<file path="config.mk">
export PLATFORM = sky130hd
export DESIGN_NAME = gpio_ctrl
export DESIGN_NICKNAME = d
export VERILOG_FILES = /design/src/rtl/gpio_ctrl.sv
export SDC_FILE = /design/constraint.sdc
export NUM_CORES = 1
export LEC_CHECK = 0
export ABC_CLOCK_PERIOD_IN_PS = 2680
export BUFFER_PORTS_ARGS = -buffer_cell sky130_fd_sc_hd__clkbuf_2
export CAP_MARGIN = 25
export CORE_MARGIN = 2
export CORE_UTILIZATION = 45
export DETAILED_ROUTE_END_ITERATION = 16
export PLACE_DENSITY_LB_ADDON = 0.15
export SYNTH_ARGS = -nofsm -noshare
export SYNTH_HDL_FRONTEND = slang
export SYNTH_SLANG_ARGS = --single-unit
export TNS_END_PERCENT = 100
</file>
<file path="constraint.sdc">
create_clock -name clk -period 2.68 [get_ports clk]
set_clock_uncertainty 0.1 [all_clocks]
set_input_delay 0.134 -clock clk [delete_from_list [all_inputs] [get_ports clk]]
set_output_delay 0.134 -clock clk [all_outputs]
set_load 0.1 [all_outputs]
</file>
<file path="src/rtl/gpio_ctrl.sv">
module gpio_ctrl #(
  parameter bit HAS_ANYEDGE = 1'b1,
  parameter bit SPLIT_IRQ   = 1'b0,
  parameter int AW          = 6,
  parameter int SYNC_STAGES = 2
) (
  input  logic          clk,
  input  logic          rst_n,
  input  logic          bus_wr,
  input  logic          bus_rd,
  input  logic [AW-1:0] bus_addr,
  input  logic [31:0]   bus_wdata,
  output logic [31:0]   bus_rdata,
  output logic          bus_err,
  input  logic [31:0]   pin_in,
  output logic [31:0]   pin_out,
  output logic [31:0]   pin_oe,
  output logic [1:0]    irq
);
  localparam int NP = 32;
  localparam int WA = AW - 2;
  localparam logic [WA-1:0] A_DATA = WA'(0);
  localparam logic [WA-1:0] A_DIR  = WA'(1);
  localparam logic [WA-1:0] A_PAD  = WA'(2);
  localparam logic [WA-1:0] A_MLO  = WA'(3);
  localparam logic [WA-1:0] A_MHI  = WA'(4);
  localparam logic [WA-1:0] A_MASK = WA'(5);
  localparam logic [WA-1:0] A_STAT = WA'(6);
  localparam logic [WA-1:0] A_AE   = WA'(7);

  logic [NP-1:0] sync_q [SYNC_STAGES];
  logic [NP-1:0] samp, psr, dr, gdir, imr, isr, ae, set_vec, clr;
  logic [31:0]   mode_lo, mode_hi, rmux;
  logic [2*NP-1:0] mode_all;
  logic [WA-1:0] word;
  logic aligned, mapped, wr_ok;

  assign word     = bus_addr[AW-1:2];
  assign aligned  = (bus_addr[1:0] == 2'b00);
  assign mapped   = aligned && ((word < A_AE) || (word == A_AE && HAS_ANYEDGE));
  assign wr_ok    = bus_wr && mapped;
  assign clr      = (wr_ok && word == A_STAT) ? bus_wdata : '0;
  assign samp     = sync_q[SYNC_STAGES-1];
  assign mode_all = {mode_hi, mode_lo};
  assign pin_oe   = gdir;
  assign pin_out  = dr & gdir;

  always_ff @(posedge clk or negedge rst_n) begin
    if (!rst_n) begin
      for (int s = 0; s < SYNC_STAGES; s++) sync_q[s] <= '0;
    end else begin
      sync_q[0] <= pin_in;
      for (int s = 1; s < SYNC_STAGES; s++) sync_q[s] <= sync_q[s-1];
    end
  end

  always_comb begin
    set_vec = '0;
    for (int i = 0; i < NP; i++) begin
      logic [1:0] md;
      logic chg, hit;
      md  = mode_all[2*i +: 2];
      chg = samp[i] ^ psr[i];
      if (ae[i])      hit = chg;
      else if (md[1]) hit = chg && (samp[i] != md[0]);
      else            hit = (samp[i] == md[0]);
      set_vec[i] = hit && !gdir[i];
    end
  end

  always_ff @(posedge clk or negedge rst_n) begin
    if (!rst_n) begin
      dr <= '0; gdir <= '0; mode_lo <= '0; mode_hi <= '0;
      imr <= '0; isr <= '0; psr <= '0;
    end else begin
      if (wr_ok && word == A_DATA) dr      <= bus_wdata;
      if (wr_ok && word == A_DIR)  gdir    <= bus_wdata;
      if (wr_ok && word == A_MLO)  mode_lo <= bus_wdata;
      if (wr_ok && word == A_MHI)  mode_hi <= bus_wdata;
      if (wr_ok && word == A_MASK) imr     <= bus_wdata;
      psr <= samp;
      isr <= (isr & ~clr) | set_vec;
    end
  end

  generate
    if (HAS_ANYEDGE) begin : g_ae
      always_ff @(posedge clk or negedge rst_n) begin
        if (!rst_n) ae <= '0;
        else if (wr_ok && word == A_AE) ae <= bus_wdata;
      end
    end else begin : g_no_ae
      assign ae = '0;
    end
  endgenerate

  always_comb begin
    case (word)
      A_DATA:  rmux = (dr & gdir) | (psr & ~gdir);
      A_DIR:   rmux = gdir;
      A_PAD:   rmux = psr & ~gdir;
      A_MLO:   rmux = mode_lo;
      A_MHI:   rmux = mode_hi;
      A_MASK:  rmux = imr;
      A_STAT:  rmux = isr;
      A_AE:    rmux = ae;
      default: rmux = '0;
    endcase
  end

  always_ff @(posedge clk or negedge rst_n) begin
    if (!rst_n) begin
      bus_rdata <= '0;
      bus_err   <= 1'b0;
    end else begin
      bus_rdata <= (bus_rd && mapped) ? rmux : '0;
      bus_err   <= (bus_rd || bus_wr) && !mapped;
    end
  end

  generate
    if (SPLIT_IRQ) begin : g_split
      assign irq[0] = |(isr[15:0]  & imr[15:0]);
      assign irq[1] = |(isr[31:16] & imr[31:16]);
    end else begin : g_single
      assign irq[0] = |(isr & imr);
      assign irq[1] = 1'b0;
    end
  endgenerate

  p_irq_quiet_after_reset_r1: assert property (@(posedge clk) disable iff (!rst_n)
    $past(!rst_n) |-> irq == 2'b00);

  p_output_pins_never_set_r7: assert property (@(posedge clk) disable iff (!rst_n)
    ((isr & ~$past(isr)) & $past(gdir)) == '0);

  p_clear_only_by_write_r8: assert property (@(posedge clk) disable iff (!rst_n)
    (~isr & $past(isr) & ~$past(clr)) == '0);

  p_err_follows_access_r12: assert property (@(posedge clk) disable iff (!rst_n)
    bus_err |-> $past(bus_rd || bus_wr));

  p_bad_read_zero_r12: assert property (@(posedge clk) disable iff (!rst_n)
    (bus_err && $past(bus_rd)) |-> bus_rdata == '0);
endmodule

</file>
After elaboration in Yosys (flattened, before gate mapping)

Cells that the tools add are included.

Memory bits (read-only): 0
Memories: 0
Flip-flop bits (word level): 353
Latch bits: 0
Word-level logic and storage cells: 304
Memory bits (writable): 0

Reduce and logical (&&, ||, !) cells: 113
Multipliers: 0
Order comparisons: 1
Eq/ne operators: 71
Shift operators: 0
Add/sub/neg operators: 0
Div/mod/pow operators: 0
Multiplexer cells: 67
Bitwise logic cells: 40

Operator list:

| kind                 | count |
|---|---|
| $pmux W32 S8         | 1 |
| $and A32 B32 Y32     | 4 |
| $logic_and A1 B1 Y1  | 75 |
| $mux W1              | 64 |
| $mux W32             | 2 |
| $not A32 Y32         | 2 |
| $or A32 B32 Y32      | 2 |
| $logic_not A1 Y1     | 33 |
| $eq A1 B1 Y1         | 32 |
| $ne A1 B1 Y1         | 32 |
| $reduce_or A32 Y1    | 1 |
| $xor A1 B1 Y1        | 32 |
| $eq A4 B3 Y1 const B | 4 |
| $eq A4 B2 Y1 const B | 2 |
| $eq A4 B1 Y1 const B | 1 |
| $logic_not A4 Y1     | 1 |
| $lt A4 B3 Y1 const B | 1 |
| $logic_not A2 Y1     | 1 |
| $logic_or A1 B1 Y1   | 2 |

Logic depth before layout (Yosys ltp)

Depth in word-level cells: 9
Depth in mapped cells: 7
Gate-level depth less buffers: 4

Worst setup path after synthesis

OpenSTA, ideal clock, no wires.

Kind: register to output
Start point: register gdir[30] (netlist: pin_oe[30])
End point: output port pin_out[30]
Buffers on the path: 0
Setup slack: 0.611 ns
Cell stages (with the launch flop): 2
Data arrival time: 1.835 ns
Data required time: 2.446 ns
Cell sequence: dfrtp_1 and2_1

Longest elaborated chain between the ends: 1

Ends and longest elaborated chain:

| item                   | line | RTL |
|---|---|---|
| start, declared        | 32   | `logic [NP-1:0] samp, psr, dr, gdir, imr, isr, ae, set_vec, clr;` |
| start signal, assigned | 77   | `if (wr_ok && word == A_DIR) gdir <= bus_wdata;` |
| $and A32 B32 Y32       | 46   | `assign pin_out = dr & gdir;` |
| end, declared          | 16   | `output logic [31:0] pin_out,` |

Every way passes these cells.

Worst setup path in the final report

Start point: register isr[21]
End point: output port irq[0]

Longest elaborated chain between the ends: 2

Ends and longest elaborated chain:

| item                   | line | RTL |
|---|---|---|
| start, declared        | 32   |  |
| start signal, assigned | 82   | `isr <= (isr & ~clr) \| set_vec;` |
| $and A32 B32 Y32       | 126  | `assign irq[0] = \|(isr & imr);` |
| $reduce_or A32 Y1      | 126  |  |
| end, declared          | 18   | `output logic [1:0] irq` |

Every way passes these cells.

==> results.txt <==
Subtracting the final worst setup slack from the clock period gives 2.56 ns. Of all cell types, the one taking the most synthesized area is sky130_fd_sc_hd__dfrtp_1. Static timing analysis puts the maximum clock frequency at 391 MHz. Wire length of the first global-routing pass: 66,400 um. The flow ran to the end, and the final reports show no timing, DRC or antenna violations.

Ranked by total cell area, the synthesized netlist is headed by sky130_fd_sc_hd__dfrtp_1, sky130_fd_sc_hd__mux2_2, sky130_fd_sc_hd__a21oi_1, sky130_fd_sc_hd__mux2i_1, sky130_fd_sc_hd__xor2_1. The run gives 1,252 as the number of instances in the synthesized netlist. The part of the cycle the worst path needs was 95.5%; the setup-violating endpoint count in the final report was 0. Number of optimization iterations in the first detailed-route pass: 5. The initial antenna violation count came out at 0. Class of the worst hold path: primary input to asynchronous set/reset pin.

IR analysis of the VDD net gives a maximum drop of 0.452 mV. By startpoint and endpoint, the worst setup path is classified as flip-flop to primary output. In the routed design, unresolved DRC markers number 0. The tree is rooted in a sky130_fd_sc_hd__clkbuf_16. For the pin with the worst max-slew slack, the measured transition is 0.659 ns. The maximum fanout encountered on the critical timing path came out at 3. STA classifies the critical path endpoint as a primary output. The core area is 34,500 um2, and the power density normalized to cell area is 684 nW/um2. At the worst endpoint, the required time is 2.45 ns.

The clock passes through at most 3 buffers. The via count normalized by instance count is 5.61. The tools report the sort of element at the start of the critical path as a flip-flop. Number of levels the H-tree was split into: 2. The logs give 173 for the number of primary I/O pins and 56.3% for the register area share after synthesis.

After synthesis, the netlist uses 38 different library cells. Number of buffer cells added on primary ports: 171. In this run the worst setup path begins at isr[21]. The number of standard cells in the final layout excluding fillers is 1,995, and the clock slew seen by the registers of the worst setup and hold paths is 0.06 ns. The count of flip-flops with a built-in enable after synthesis was 0. Total CTS buffers: 40.

The initial standard-cell utilization of the core came out at 45.5%. Summed over all layers, the global routing overflow is 0. 0 antenna diodes ended up in the layout.

The startpoint identified for the worst register-to-register timing path is samp[23]. The routed design has 42,500 um of wire. Setup total negative slack on the finished layout was measured at 0 ns. Including well taps, the total number of placed cells is 1,858. The top cell types in the final layout, fill and taps aside, are sky130_fd_sc_hd__dfrtp_1, sky130_fd_sc_hd__mux2_2, sky130_fd_sc_hd__clkbuf_2.

The reg-to-reg critical path endpoint was isr[23]. After synthesis, the mean cell area works out to 12.5 um2. In this run the post-CTS setup repair buffer count came out at 0. For the number of DRC violations after detailed-routing iteration 0, the log shows 811. The fraction of final layout cells with drive strength greater than 1 is 30.6%, and the maximum number of pins on one net before global-route repair is 78.

The library cell used most frequently in the layout, excluding fill and tap cells, is sky130_fd_sc_hd__dfrtp_1. The logs give 2.32 ns for the data arrival time of the critical path and 36,400 um2 for the die area. For the relative slew slack, the log shows 56.1%. The fraction of registers with async set/reset was 100%.

During synthesis, Yosys emitted a total of 0 warnings. The cell count of the worst reg-to-reg path is 4, and the top-area cell type share of the netlist area is 56.3%. The post-synthesis to final-layout area growth came out at 22.1%. The number of nets in the synthesized netlist is 1,326. The global placer's final weighted congestion was 0.838; the width of the die was 191 um.

Summed over all cells, the static leakage comes to 8.92 nW. For the detailed-placement wirelength estimate, the log shows 29,000 um. The post-route antenna net violation count is 0. TritonCTS built the clock tree. Setup repair after global routing left no endpoint under its margin. The clock latency on the worst-skew pair is 0.53 ns, and the global-route usage over all layers is 23.9%. The register-to-register setup slack came out at 1.17 ns. The final hold violation count was 0.

The total number of placement rows is 68. For the number of slew-limit violations in the final report, the log shows 0. Fill cells in the final layout number 2,906. The cell area after synthesis was 15,700 um2; the register bit count reported by yosys was 353. The routed wirelength normalized by instance count was 21.3 um. The number of clock sinks is 353, and the final net count is 1,587. From bottom edge to top edge, the die measures 191 um. The most used flip-flop cell after synthesis is sky130_fd_sc_hd__dfrtp_1.

The run gives 11.3k as the via count of the first global-routing pass. For this block, the via count after detailed routing is 11.2k. The max capacitance violation total came out at 0.
-- worst max-delay path, stage by stage, from the launching register on --
cell,delay [ns]
sky130_fd_sc_hd__dfrtp_1,0.40
sky130_fd_sc_hd__a22oi_1,0.40
sky130_fd_sc_hd__nand4_1,0.13
sky130_fd_sc_hd__or4_1,0.55
sky130_fd_sc_hd__clkbuf_4,0.31
-- flip-flops by register name, summed over array words and instances, names as in the netlist --
register and flops:
mode_lo 32, psr 32, bus_err 1, bus_rdata 32
dr 32, mode_hi 32, imr 32, samp 32
sync_q 32, ae 32, pin_oe 32, isr 32
-- Yosys cell counts (3+ instances only) --
cell,n
sky130_fd_sc_hd__buf_6,6
sky130_fd_sc_hd__buf_4,7
sky130_fd_sc_hd__mux2_2,182
sky130_fd_sc_hd__dfrtp_1,353
sky130_fd_sc_hd__nand3b_1,33
sky130_fd_sc_hd__clkbuf_1,19
sky130_fd_sc_hd__buf_2,19
sky130_fd_sc_hd__a221oi_1,30
sky130_fd_sc_hd__nand4_1,4
sky130_fd_sc_hd__a211oi_1,4
sky130_fd_sc_hd__mux2i_1,64
sky130_fd_sc_hd__nand2_1,70
sky130_fd_sc_hd__buf_1,3
sky130_fd_sc_hd__xor2_1,62
sky130_fd_sc_hd__a21oi_1,128
sky130_fd_sc_hd__and2_1,33
sky130_fd_sc_hd__a22oi_1,16
sky130_fd_sc_hd__o21ai_0,15
sky130_fd_sc_hd__mux2_1,10
sky130_fd_sc_hd__nor3_1,31
sky130_fd_sc_hd__or3b_2,15
sky130_fd_sc_hd__nand2b_1,47
sky130_fd_sc_hd__o2bb2ai_1,32
sky130_fd_sc_hd__o22ai_1,47
-- cell type report --
| class | instances | area, um2 | share of cell area [%] |
|---|---|---|---|
| clock inverters | 9 | 123 | 0.640 |
| well taps | 455 | 569 | 2.97 |
| clock buffers | 60 | 1180 | 6.14 |
| multi-input cells | 845 | 6580 | 34.3 |
| flip-flops and latches | 353 | 8830 | 46.1 |
| repair buffers | 273 | 1880 | 9.82 |
-- power breakdown --
group / total [mW] / switching [mW] / internal, mW
registers: 6.05 / 0.404 / 5.65
logic: 1.60 / 0.977 / 0.624
clock network: 5.45 / 2.14 / 3.31
-- what timing repair did --
action,CTS,global route
resized for setup,1,0
hold endpoints to repair,371,0
hold buffers,68,0
endpoints found under the setup margin,1,0
-- logic make-up after synthesis --
logic type / share of synthesized area [%]
DFF: 56.3
AOI/OAI and AO/OA: 11.0
muxes: 17.9
and+or+nand+nor: 9.49
xor gates and xnor gates: 3.46
buffers and inverters: 1.90
other: 0.0239
-- stage by stage --
stage	util (%)	area, um2	total power [mW]	setup WS, ns	hold WS, ns
global placement	49.9	17200	7.64	0.570	0.0846
CTS	55.6	19200	13.2	0.0856	0.127
detailed placement	49.9	17200	7.67	0.577	0.0850
global route	55.6	19200	13.6	0.0389	0.134
finish	55.6	19200	13.1	0.121	0.100
floorplan	-	15700	7.07	0.611	-0.262
-- layer usage --
metal | part of all wire (%) | global-route usage (%)
met1 | 46 | 34.0
met2 | 47 | 38.0
met3 | 5.0 | 3.37
met4 | 2.4 | 6.89
met5 | 0 | 0
-- worst max path at each step --
stage / to
floorplan: pin_out[30]
global route: irq[0]
detailed placement: irq[0]
global placement: irq[0]
finish: irq[0]
CTS: irq[0]
Note: power is estimated with default switching activity, not from simulation.
